**src/rtl/lwc_frame_track.sv**
```systemverilog
module lwc_frame_track #(
  parameter int FRAME_LEN  = 8,
  parameter int UNLOCK_RUN = 4
) (
  input  logic                         clk,
  input  logic                         rst_n,
  input  logic                         clr_i,
  input  logic                         acc_i,
  input  logic                         mark_i,
  output logic                         locked_o,
  output logic [$clog2(FRAME_LEN)-1:0] pos_o,
  output logic                         frame_on_o,
  output logic                         win_end_o,
  output logic                         drop_o,
  output logic                         frame_err_o
);
  localparam int PW   = $clog2(FRAME_LEN);
  localparam int GW   = $clog2(FRAME_LEN + 1);
  localparam int RW   = $clog2(UNLOCK_RUN + 1);
  localparam logic [PW-1:0] LAST    = PW'(FRAME_LEN - 1);
  localparam logic [GW-1:0] GAP_HIT = GW'(FRAME_LEN - 1);
  localparam logic [GW-1:0] GAP_SAT = GW'(FRAME_LEN);
  localparam logic [RW-1:0] RUN_END = RW'(UNLOCK_RUN - 1);

  logic          locked_q;
  logic [PW-1:0] pos_q;
  logic [GW-1:0] gap_q;
  logic          seen_q;
  logic          bad_q;
  logic [RW-1:0] run_q;

  logic lock_now, mismatch, win_end, bad_win, drop;

  always_comb begin
    lock_now = acc_i && !locked_q && mark_i && seen_q && (gap_q == GAP_HIT);
    mismatch = locked_q && (mark_i != (pos_q == '0));
    win_end  = acc_i && locked_q && (pos_q == LAST);
    bad_win  = win_end && (bad_q || mismatch);
    drop     = bad_win && (run_q == RUN_END);
  end

  always_ff @(posedge clk or negedge rst_n) begin
    if (!rst_n) begin
      locked_q <= 1'b0;
      pos_q    <= '0;
      gap_q    <= '0;
      seen_q   <= 1'b0;
      bad_q    <= 1'b0;
      run_q    <= '0;
    end else if (clr_i) begin
      locked_q <= 1'b0;
      pos_q    <= '0;
      gap_q    <= '0;
      seen_q   <= 1'b0;
      bad_q    <= 1'b0;
      run_q    <= '0;
    end else if (acc_i) begin
      if (!locked_q) begin
        if (mark_i) begin
          seen_q <= 1'b1;
          gap_q  <= '0;
          if (lock_now) begin
            locked_q <= 1'b1;
            pos_q    <= PW'(1);
            bad_q    <= 1'b0;
            run_q    <= '0;
          end
        end else if (gap_q != GAP_SAT) begin
          gap_q <= gap_q + 1'b1;
        end
      end else begin
        pos_q <= (pos_q == LAST) ? '0 : pos_q + 1'b1;
        if (win_end) begin
          bad_q <= 1'b0;
          if (drop) begin
            locked_q <= 1'b0;
            seen_q   <= 1'b0;
            gap_q    <= '0;
            run_q    <= '0;
          end else if (bad_win) begin
            run_q <= run_q + 1'b1;
          end else begin
            run_q <= '0;
          end
        end else begin
          bad_q <= bad_q || mismatch;
        end
      end
    end
  end

  assign locked_o    = locked_q;
  assign pos_o       = locked_q ? pos_q : '0;
  assign frame_on_o  = acc_i && (locked_q || lock_now);
  assign win_end_o   = win_end;
  assign drop_o      = drop;
  assign frame_err_o = bad_win;


  lock_rise_chk: assert property (@(posedge clk) disable iff (!rst_n)
    $rose(locked_q) |-> $past(acc_i && mark_i && !clr_i));


  lock_fall_chk: assert property (@(posedge clk) disable iff (!rst_n)
    $fell(locked_q) |-> $past(clr_i || (acc_i && pos_q == LAST)));


  pos_idle_chk: assert property (@(posedge clk) disable iff (!rst_n)
    (!acc_i && !clr_i) |=> $stable(pos_q) && $stable(locked_q));
endmodule

```
**config.mk**
```make
export PLATFORM = sky130hd
export DESIGN_NAME = lwc_frame_track
export DESIGN_NICKNAME = d
export VERILOG_FILES = /design/src/rtl/lwc_frame_track.sv
export SDC_FILE = /design/constraint.sdc
export NUM_CORES = 1
export LEC_CHECK = 0
export BUFFER_PORTS_ARGS = -buffer_cell sky130_fd_sc_hd__buf_2
export CAP_MARGIN = 30
export CORE_UTILIZATION = 50
export CTS_CLUSTER_SIZE = 24
export DETAILED_ROUTE_END_ITERATION = 12
export PLACE_DENSITY = 0.74
export SYNTH_ARGS = -nofsm -noshare
export SYNTH_HDL_FRONTEND = slang
export SYNTH_SLANG_ARGS = --single-unit
export TNS_END_PERCENT = 1
```
**constraint.sdc**
```tcl
create_clock -name clk -period 2.4 [get_ports clk]
set_input_delay 0.12 -clock clk [delete_from_list [all_inputs] [get_ports clk]]
set_output_delay 0.12 -clock clk [all_outputs]
set_load 0.01 [all_outputs]
```
Yosys cells after proc, flatten, opt, wreduce, memory -nomap -nowiden
Cells that the tools add are included.
{"block": "totals", "register_bits": 13, "latch_bits": 0, "ram_bits": 0, "rom_bits": 0, "out_inout_bits": 8, "wordCells": 79, "memories": 0}
{"block": "op_classes", "add_sub_neg": 3, "multipliers": 0, "div_mod_pow": 0, "order_cmp": 0, "eq_ne": 7, "shifts": 0, "n_mux": 41, "n_bitwise": 0, "reduce_logical": 22}
{"op": "$mux W3", "n": 15}
{"op": "$mux W4", "n": 7}
{"op": "$mux W1", "n": 19}
{"op": "$reduce_and A4 Y1", "n": 3}
{"op": "$logic_and A1 B1 Y1", "n": 10}
{"op": "$add A3 B1 Y3 const B", "n": 2}
{"op": "$ne A3 B3 Y1 const B", "n": 2}
{"op": "$reduce_bool A3 Y1", "n": 2}
{"op": "$add A4 B1 Y4 const B", "n": 1}
{"op": "$eq A4 B3 Y1 const B", "n": 1}
{"op": "$ne A4 B4 Y1 const B", "n": 1}
{"op": "$reduce_bool A4 Y1", "n": 1}
{"op": "$eq A3 B2 Y1 const B", "n": 1}
{"op": "$eq A3 B3 Y1 const B", "n": 1}
{"op": "$logic_not A3 Y1", "n": 1}
{"op": "$reduce_and A3 Y1", "n": 1}
{"op": "$logic_or A1 B1 Y1", "n": 2}
{"op": "$reduce_bool A2 Y1", "n": 1}
{"op": "$logic_not A1 Y1", "n": 1}
{"op": "$ne A1 B1 Y1", "n": 1}

Longest topological paths before layout
Gate-level depths: netlist of the first run.
{"block": "logic_depth", "ltp_word": 11, "mapped_depth": 6, "mapped_depth_nobuf": 6}

Least setup slack after synthesis of the first run
No wires, ideal clock.
{"block": "synth_path", "kind": "register to register", "from": "register pos_q[0]", "to": "register gap_q[0]", "arrival_ns": 1.661, "required_time_ns": 2.275, "setup_slack_ns": 0.614, "stages_incl_launch_ff": 7, "period_less_slack_ns": 1.786, "cell_sequence": "dfrtp_1 -> inv_1 -> ha_1 -> and4bb_4 -> a2111oi_4 -> o2bb2ai_1 -> mux2_2"}
{"block": "synth_via", "elab_chain_len": 8, "elab_cells_between_ends": 11, "classes_between": "eq/ne: 4; reduce/logical: 7"}
{"item": "start, declared", "line_no": "26", "source": "logic [PW-1:0] pos_q;"}
{"item": "start signal, assigned", "line_no": "72", "source": "pos_q <= (pos_q == LAST) ? '0 : pos_q + 1'b1;"}
{"item": "$logic_not A3 Y1", "line_no": "36", "source": "mismatch = locked_q && (mark_i != (pos_q == '0));"}
{"item": "$ne A1 B1 Y1", "line_no": "36"}
{"item": "$logic_and A1 B1 Y1", "line_no": "36"}
{"item": "$logic_or A1 B1 Y1", "line_no": "38", "source": "bad_win = win_end && (bad_q || mismatch);"}
{"item": "$logic_and A1 B1 Y1 *", "line_no": "38"}
{"item": "$logic_and A1 B1 Y1 *", "line_no": "39", "source": "drop = bad_win && (run_q == RUN_END);"}
{"item": "net drop_o", "line_no": "14", "source": "output logic drop_o,"}
{"item": "$ne A3 B3 Y1 (no line) *"}
{"item": "$reduce_and A4 Y1 (no line) *"}
{"item": "end signal, assigned", "line_no": "69", "source": "gap_q <= gap_q + 1'b1;"}
{"item": "end, declared", "line_no": "27", "source": "logic [GW-1:0] gap_q;"}
Mark *: on every way through the listed nets, which the timed path passes. The rest lies on a longest branch.
A chain may end at the register's enable or synchronous reset.

Final worst setup path of the first run
{"block": "layout_path", "from": "register pos_q[0]", "to": "output drop_o"}
{"block": "layout_via", "elab_chain_len": 6, "elab_cells_between_ends": 8, "classes_between": "eq/ne: 2; reduce/logical: 6"}
{"item": "$logic_not A3 Y1", "line_no": "36"}
{"item": "$ne A1 B1 Y1", "line_no": "36"}
{"item": "$logic_and A1 B1 Y1", "line_no": "36"}
{"item": "$logic_or A1 B1 Y1", "line_no": "38"}
{"item": "$logic_and A1 B1 Y1 *", "line_no": "38"}
{"item": "$logic_and A1 B1 Y1 *", "line_no": "39"}
{"item": "end, declared", "line_no": "14"}
Mark *: on every way between the ends. The rest lies on a longest branch, timed or not.

==> flow_metrics.env, run 1 <==
export IMPL_grt_pass1_wl_microns=3110
export IMPL_routedWlPerCell_microns=14.3
export IMPL_clock_sinks=13
export IMPL_grt_max_degree=17
export IMPL_vias=699
export IMPL_htreeDepth=1
export IMPL_synthArstFlopShare_pct=100
export IMPL_maxSlewViolCount=0
export IMPL_core_area_sq_um=1590
export IMPL_drc=0
export IMPL_synthCells=88
export IMPL_cellLeakagePower_nw=0.509
export IMPL_area_growth_synth_to_final_pct=12.3
export IMPL_power_frac_comb_pct=13.1
export IMPL_cp_required_ns=2.28
export IMPL_postCtsSetupBuffers=0
export IMPL_finalSetupViolations=0
export IMPL_ant_nets=0
export IMPL_syn_cell_area_sq_um=893
export IMPL_hpwl_microns=1350
export IMPL_net_switching_power_mw=0.114
export IMPL_endpoint_kind="output port"
export IMPL_antenna_found_initial=0
export IMPL_outcome="completed"
export IMPL_p_total_mw=0.426
export IMPL_clk_pin_slew_ns=0.09
export IMPL_cts_root_buf="clkbuf_4"
export IMPL_io_buffers=12
export IMPL_dieArea_sq_um=1960
export IMPL_setup_worst_path_class="reg -> out"
export IMPL_ys_dominant_reg_cell="dfrtp_1"
export IMPL_p_sw_share_pct=26.7
export IMPL_internal_power_mw=0.312
export IMPL_die_w_microns=44.3
export IMPL_layout_min_cycle_time_ns=2.03
export IMPL_final_nets=115
export IMPL_grt_pass1_vias=691
export IMPL_synth_area_leaders="dfrtp_1, ha_1, o2bb2ai_1"
export IMPL_rsz0062_at_grt="false"
export IMPL_yosysMostFrequentCell="dfrtp_1"
export IMPL_met2_usage_pct=36.5
export IMPL_cts_tree="done"
export IMPL_maxSlewHeadroom_pct=58.6
export IMPL_pwr_share_clk_pct=33.0
export IMPL_wl_microns=1810
export IMPL_finalHoldViolations=0
export IMPL_cts_buffers=3
export IMPL_avgSynthCellArea_sq_um=10.2
export IMPL_grt_use_met3_pct=4.90
export IMPL_drive_gt1_share_pct=20.6
export IMPL_overflow=0
export IMPL_whs_ns=0.177
export IMPL_hp_class="in -> reg"
export IMPL_antennaDiodeCount=0
export IMPL_clock_skew_ns=0.00708
export IMPL_start_util_pct=56.0
export IMPL_synthDistinctLibCells=40
export IMPL_clk_latency_ns=0.28
export IMPL_rows=14
export IMPL_ys_warn_count=0
export IMPL_drt_iter0_markers=5
export IMPL_place_congestion=0.777
export IMPL_die_h_microns=44.3
export IMPL_max_freq_mhz=492
export IMPL_max_cap_violations=0
export IMPL_critPathArrivalTime_ns=1.91
export IMPL_synth_top_area_share_pct=36.4
export IMPL_dr_pass1_iters=6
export IMPL_post_synth_top_area_cell="dfrtp_1"
export IMPL_synth_edf_count=0
export IMPL_min_period_over_period_pct=84.7
export IMPL_grt_usage_pct=22.2
export IMPL_worst_pin_slew_ns=0.615
export IMPL_ys_seq_area_share_pct=36.4
export IMPL_critPathMaxFanout=6
export IMPL_busiest_layer="met2"
export IMPL_power_density_nw_per_um2=424
export IMPL_ios=13
export IMPL_cts_path_max_buffers=2
export IMPL_pwr_share_seq_pct=53.9
export IMPL_synth_seq_cells=13
export IMPL_via_per_inst=5.55
export IMPL_ir_drop_mv=0.254
export IMPL_cp_start_kind="register"
export IMPL_ys_top_cells_by_count="dfrtp_1, inv_1, ha_1"
export IMPL_met1_usage_pct=27.4
export IMPL_syn_num_nets=100
export IMPL_fin_setup_tns_ns=0
final cells by class:
type | count | area, sq um
inverters | 8 | 30.0
repair buffers | 14 | 77.6
clock buffers | 4 | 26.3
flip-flops and latches | 13 | 325
fillers | 141 | 591
well taps | 24 | 30.0
multi-input cells | 63 | 514
cells in the final DEF (no fill, tap or decap), types with 2 or more instances in the layout:
master	n
a21o_1	3
a21oi_1	2
and2_1	3
buf_2	12
clkbuf_4	3
dfrtp_1	13
ha_1	7
inv_1	8
mux2i_1	2
nand2b_1	3
nor2_1	5
nor2b_1	2
nor3_1	3
o21ai_0	3
o2bb2ai_1	5
or4_1	2
final timing paths:
| path | startpoint | end | slack, ns | cells past startpoint |
|---|---|---|---|---|
| worst max-delay path | pos_q[0] | drop_o | 0.37 | 5 |
| worst min-delay path | clr_i | seen_q | 0.18 | 2 |
| worst max register to register | pos_q[0] | gap_q[0] | 0.48 | 6 |
| worst min register to register | run_q[2] | run_q[2] | 0.52 | 1 |
| max in group asynchronous | rst_n | gap_q[3] | 1.91 | 2 |
| min in group asynchronous | rst_n | pos_q[2] | 0.25 | 2 |
stage by stage:
stage               area (sq um)  setup WS, ns  std cells  util [%]
floorplan                    893         0.614         88         -
global placement             967         0.551        121      60.7
detailed placement           967         0.479        121      60.7
CTS                         1000         0.357        126      63.0
global route                1000         0.224        126      63.0
finish                      1000         0.368        126      63.0
worst max-delay path: stages (launching register included):
cell and delay [ns]:
dfrtp_1 0.39, ha_1 0.16, ha_1 0.20, nand3_2 0.18, a2111oi_4 0.49, buf_2 0.22
timing repair:
item                       4_1_cts  5_1_grt
gates resized for setup          0        0
hold endpoints to repair        13        0
setup endpoints to repair        0        0
hold buffers                     1        0
registers in the layout (all words and copies together), names as in the netlist:
register and flops:
seen_q 1, gap_q 4, pos_q 3, locked_o 1, run_q 3, bad_q 1
power groups by stage:
stage / Clock [mW] / Sequential (mW) / Combinational [mW]
2_1_floorplan: 0 / 0.233 / 0.0416
3_3_place_gp: 0 / 0.233 / 0.0527
3_5_place_dp: 0 / 0.234 / 0.0547
4_1_cts: 0.143 / 0.229 / 0.0561
5_1_grt: 0.159 / 0.231 / 0.0630
6_report: 0.140 / 0.229 / 0.0558
metal layers:
layer	part of all wire (%)	wire (microns)	up-vias
met4	1.4	25	0
met3	2.5	45	4
met5	0	0	-
met1	47	855	333
li1	-	-	353
met2	49	881	9
kinds of logic after synthesis:
group	synth area share, %
AND/OR/NAND/NOR	22.6
AO/OA/AOI/OAI	20.7
flip-flops	36.4
buffers and inverters	6.02
adder cells (fa/ha/maj)	9.80
multiplexers	3.50
XOR/XNOR	0.981
Power figures use the tool's default switching activity.
==> run 2, diff against run 1 <==
--- a/config.mk
+++ b/config.mk
@@ -7,10 +7,10 @@
 export LEC_CHECK = 0
 export BUFFER_PORTS_ARGS = -buffer_cell sky130_fd_sc_hd__buf_2
 export CAP_MARGIN = 30
-export CORE_UTILIZATION = 50
+export CORE_UTILIZATION = 49
 export CTS_CLUSTER_SIZE = 24
 export DETAILED_ROUTE_END_ITERATION = 12
-export PLACE_DENSITY = 0.74
+export PLACE_DENSITY = 0.76
 export SYNTH_ARGS = -nofsm -noshare
 export SYNTH_HDL_FRONTEND = slang
 export SYNTH_SLANG_ARGS = --single-unit
==> constraint.sdc (replaced) <==
create_clock -name clk -period 1.75 [get_ports clk]
set_input_delay 0.0875 -clock clk [delete_from_list [all_inputs] [get_ports clk]]
set_output_delay 0.0875 -clock clk [all_outputs]
set_load 0.01 [all_outputs]
==> run 2 against run 1 <==
Effect of this change: the run now ends with setup timing left; clock power increased by 37%; critical path type is now reg -> reg; sequential power increased by 38%; global-route usage increased by 1.9 points; combinational power increased by 120%; cell count increased by 12%.
==> flow_metrics.env, run 2 (same netlist as run 1, synthesis figures left out) <==
export IMPL_setup_worst_path_class="reg -> reg"
export IMPL_pre_cts_ws_ns=-0.0153
export IMPL_rows=15
export IMPL_crit_slowest_cell="dfrtp_1"
export IMPL_die_h_microns=44.7
export IMPL_outcome="finished, violations left"
export IMPL_grt_max_degree=14
export IMPL_layout_common_cells="buf_4, dfrtp_1, buf_2, inv_1, nor2_1"
export IMPL_cts_tree="done"
export IMPL_vias=791
export IMPL_place_congestion=0.806
export IMPL_reg_top3="gap_q (4), pos_q (3), run_q (3)"
export IMPL_area_growth_synth_to_final_pct=34.0
export IMPL_cts_buffers=3
export IMPL_die_w_microns=44.7
export IMPL_grt_pass1_wl_microns=3450
export IMPL_clk_pin_slew_ns=0.08
export IMPL_worst_pin_slew_ns=0.381
export IMPL_maxSlewViolCount=0
export IMPL_min_period_over_period_pct=103
export IMPL_max_cap_violations=0
export IMPL_clk_latency_ns=0.28
export IMPL_routedWlPerCell_microns=14.7
export IMPL_layout_min_cycle_time_ns=1.79
export IMPL_finalSetupViolations=4
export IMPL_dieArea_sq_um=2000
export IMPL_max_stage_delay_ns=0.39
export IMPL_power_density_nw_per_um2=528
export IMPL_p_sw_share_pct=27.1
export IMPL_pwr_share_clk_pct=30.4
export IMPL_mostFrequentLayoutCell="buf_4"
export IMPL_antennaDiodeCount=0
export IMPL_maxSlewHeadroom_pct=74.3
export IMPL_path_cells="inv_2 > ha_4 > and4bb_4 > a2111oi_4 > buf_4 > o2bb2ai_2 > mux2_4"
export IMPL_power_frac_comb_pct=19.7
export IMPL_largest_reg_flops=4
export IMPL_rsz0062_at_grt="true"
export IMPL_violations="setup timing"
export IMPL_cellLeakagePower_nw=0.580
export IMPL_grt_usage_pct=24.2
export IMPL_clock_sinks=13
export IMPL_fin_setup_tns_ns=-0.0967
export IMPL_place_area_sq_um=1060
export IMPL_endpoint_kind="register"
export IMPL_via_per_inst=5.61
export IMPL_finalHoldViolations=0
export IMPL_overflow=0
export IMPL_pwr_share_seq_pct=49.9
export IMPL_critPathMaxFanout=4
export IMPL_start_util_pct=51.7
export IMPL_hp_class="in -> reg"
export IMPL_drive_gt1_share_pct=39.7
export IMPL_core_area_sq_um=1730
export IMPL_top_register="gap_q"
export IMPL_htreeDepth=1
export IMPL_fin_ws_ns=-0.0448
export IMPL_net_switching_power_mw=0.172
export IMPL_dr_pass1_iters=4
export IMPL_max_freq_mhz=557
export IMPL_antenna_found_initial=0
export IMPL_cp_required_ns=1.91
export IMPL_cp_start_kind="register"
export IMPL_cts_path_max_buffers=2
export IMPL_io_buffers=12
export IMPL_p_total_mw=0.632
export IMPL_drt_iter0_markers=10
export IMPL_final_nets=129
export IMPL_wl_microns=2080
export IMPL_clock_skew_ns=0.00551
export IMPL_n_fill_cell=139
export IMPL_critPathArrivalTime_ns=1.96
export IMPL_ios=13
export IMPL_ir_drop_mv=0.562
export IMPL_hpwl_microns=1410
export IMPL_ant_nets=0
export IMPL_finish_utilization_pct=69.3
export IMPL_cts_root_buf="clkbuf_4"
export IMPL_final_area_sq_um=1200
export IMPL_grt_pass1_vias=770
export IMPL_internal_power_mw=0.461
export IMPL_drc=0
[run 2: cell types whose count changed in the layout (fill, tap and decap cells not counted), moves of 3 or more]
cell and delta:
ha_1 -5, buf_4 +14, ha_4 +4, inv_2 +3, inv_1 -3
[run 2: metrics by stage]
step           hold slack [ns]  instances
2_1_floorplan           -0.208         88
3_3_place_gp          -0.00321        131
3_5_place_dp          -0.00199        131
4_1_cts                  0.115        141
5_1_grt                  0.156        141
6_report                 0.137        141
[run 2: power groups by stage]
stage	combinational, mW	clock, mW	sequential, mW
2_1_floorplan	0.0570	0	0.319
3_3_place_gp	0.0874	0	0.320
3_5_place_dp	0.0896	0	0.321
4_1_cts	0.122	0.196	0.315
5_1_grt	0.135	0.209	0.317
6_report	0.125	0.192	0.315
[run 2: worst paths after layout]
path	from	to	slack, ns	depth (start not counted)
worst min-delay path	clr_i	seen_q	0.14	2
worst max register to register	pos_q[0]	gap_q[0]	-0.04	7
max in group asynchronous	rst_n	seen_q	1.28	2
worst min register to register	run_q[2]	run_q[2]	0.52	1
min in group asynchronous	rst_n	gap_q[2]	0.23	2
worst max-delay path	pos_q[0]	gap_q[0]	-0.04	7
[run 2: routing by layer]
| layer | GRT usage [%] | up-vias | share of wire, % | routed length (microns) |
|---|---|---|---|---|
| met3 | 5.20 | 2 | 2.3 | 47 |
| met5 | 0 | - | 0 | 0 |
| met4 | 7.88 | 0 | 0.67 | 14 |
| li1 | - | 378 | - | - |
| met2 | 42.4 | 11 | 52 | 1080 |
| met1 | 29.4 | 400 | 45 | 931 |
[run 2: what timing repair did]
| item | CTS | global route |
|---|---|---|
| endpoints found under the setup margin | 4 | 10 |
| hold buffers | 1 | 0 |
| pin swaps | 4 | 5 |
| hold endpoints to repair | 13 | 0 |
| resized for setup | 13 | 1 |
| gates cloned | 0 | 0 |
| setup buffers | 6 | 0 |
[run 2: worst max-delay path: cells and delay by family, from the launching register on]
kind                       cells  cell delay [ns]
buffers and inverters          2             0.27
adders and majority gates      1             0.17
DFF                            1             0.39
muxes                          1             0.26
AOI/OAI and AO/OA              2             0.39
and+or+nand+nor                1             0.21
[run 2: cell type report]
type | instances | area (sq um) | area share (%)
multi-input combinational | 63 | 596 | 49.7
sequential | 13 | 325 | 27.2
timing repair buffer | 28 | 189 | 15.8
tap | 25 | 31.3 | 2.61
inverter | 8 | 30.0 | 2.51
clock buffer | 4 | 26.3 | 2.19
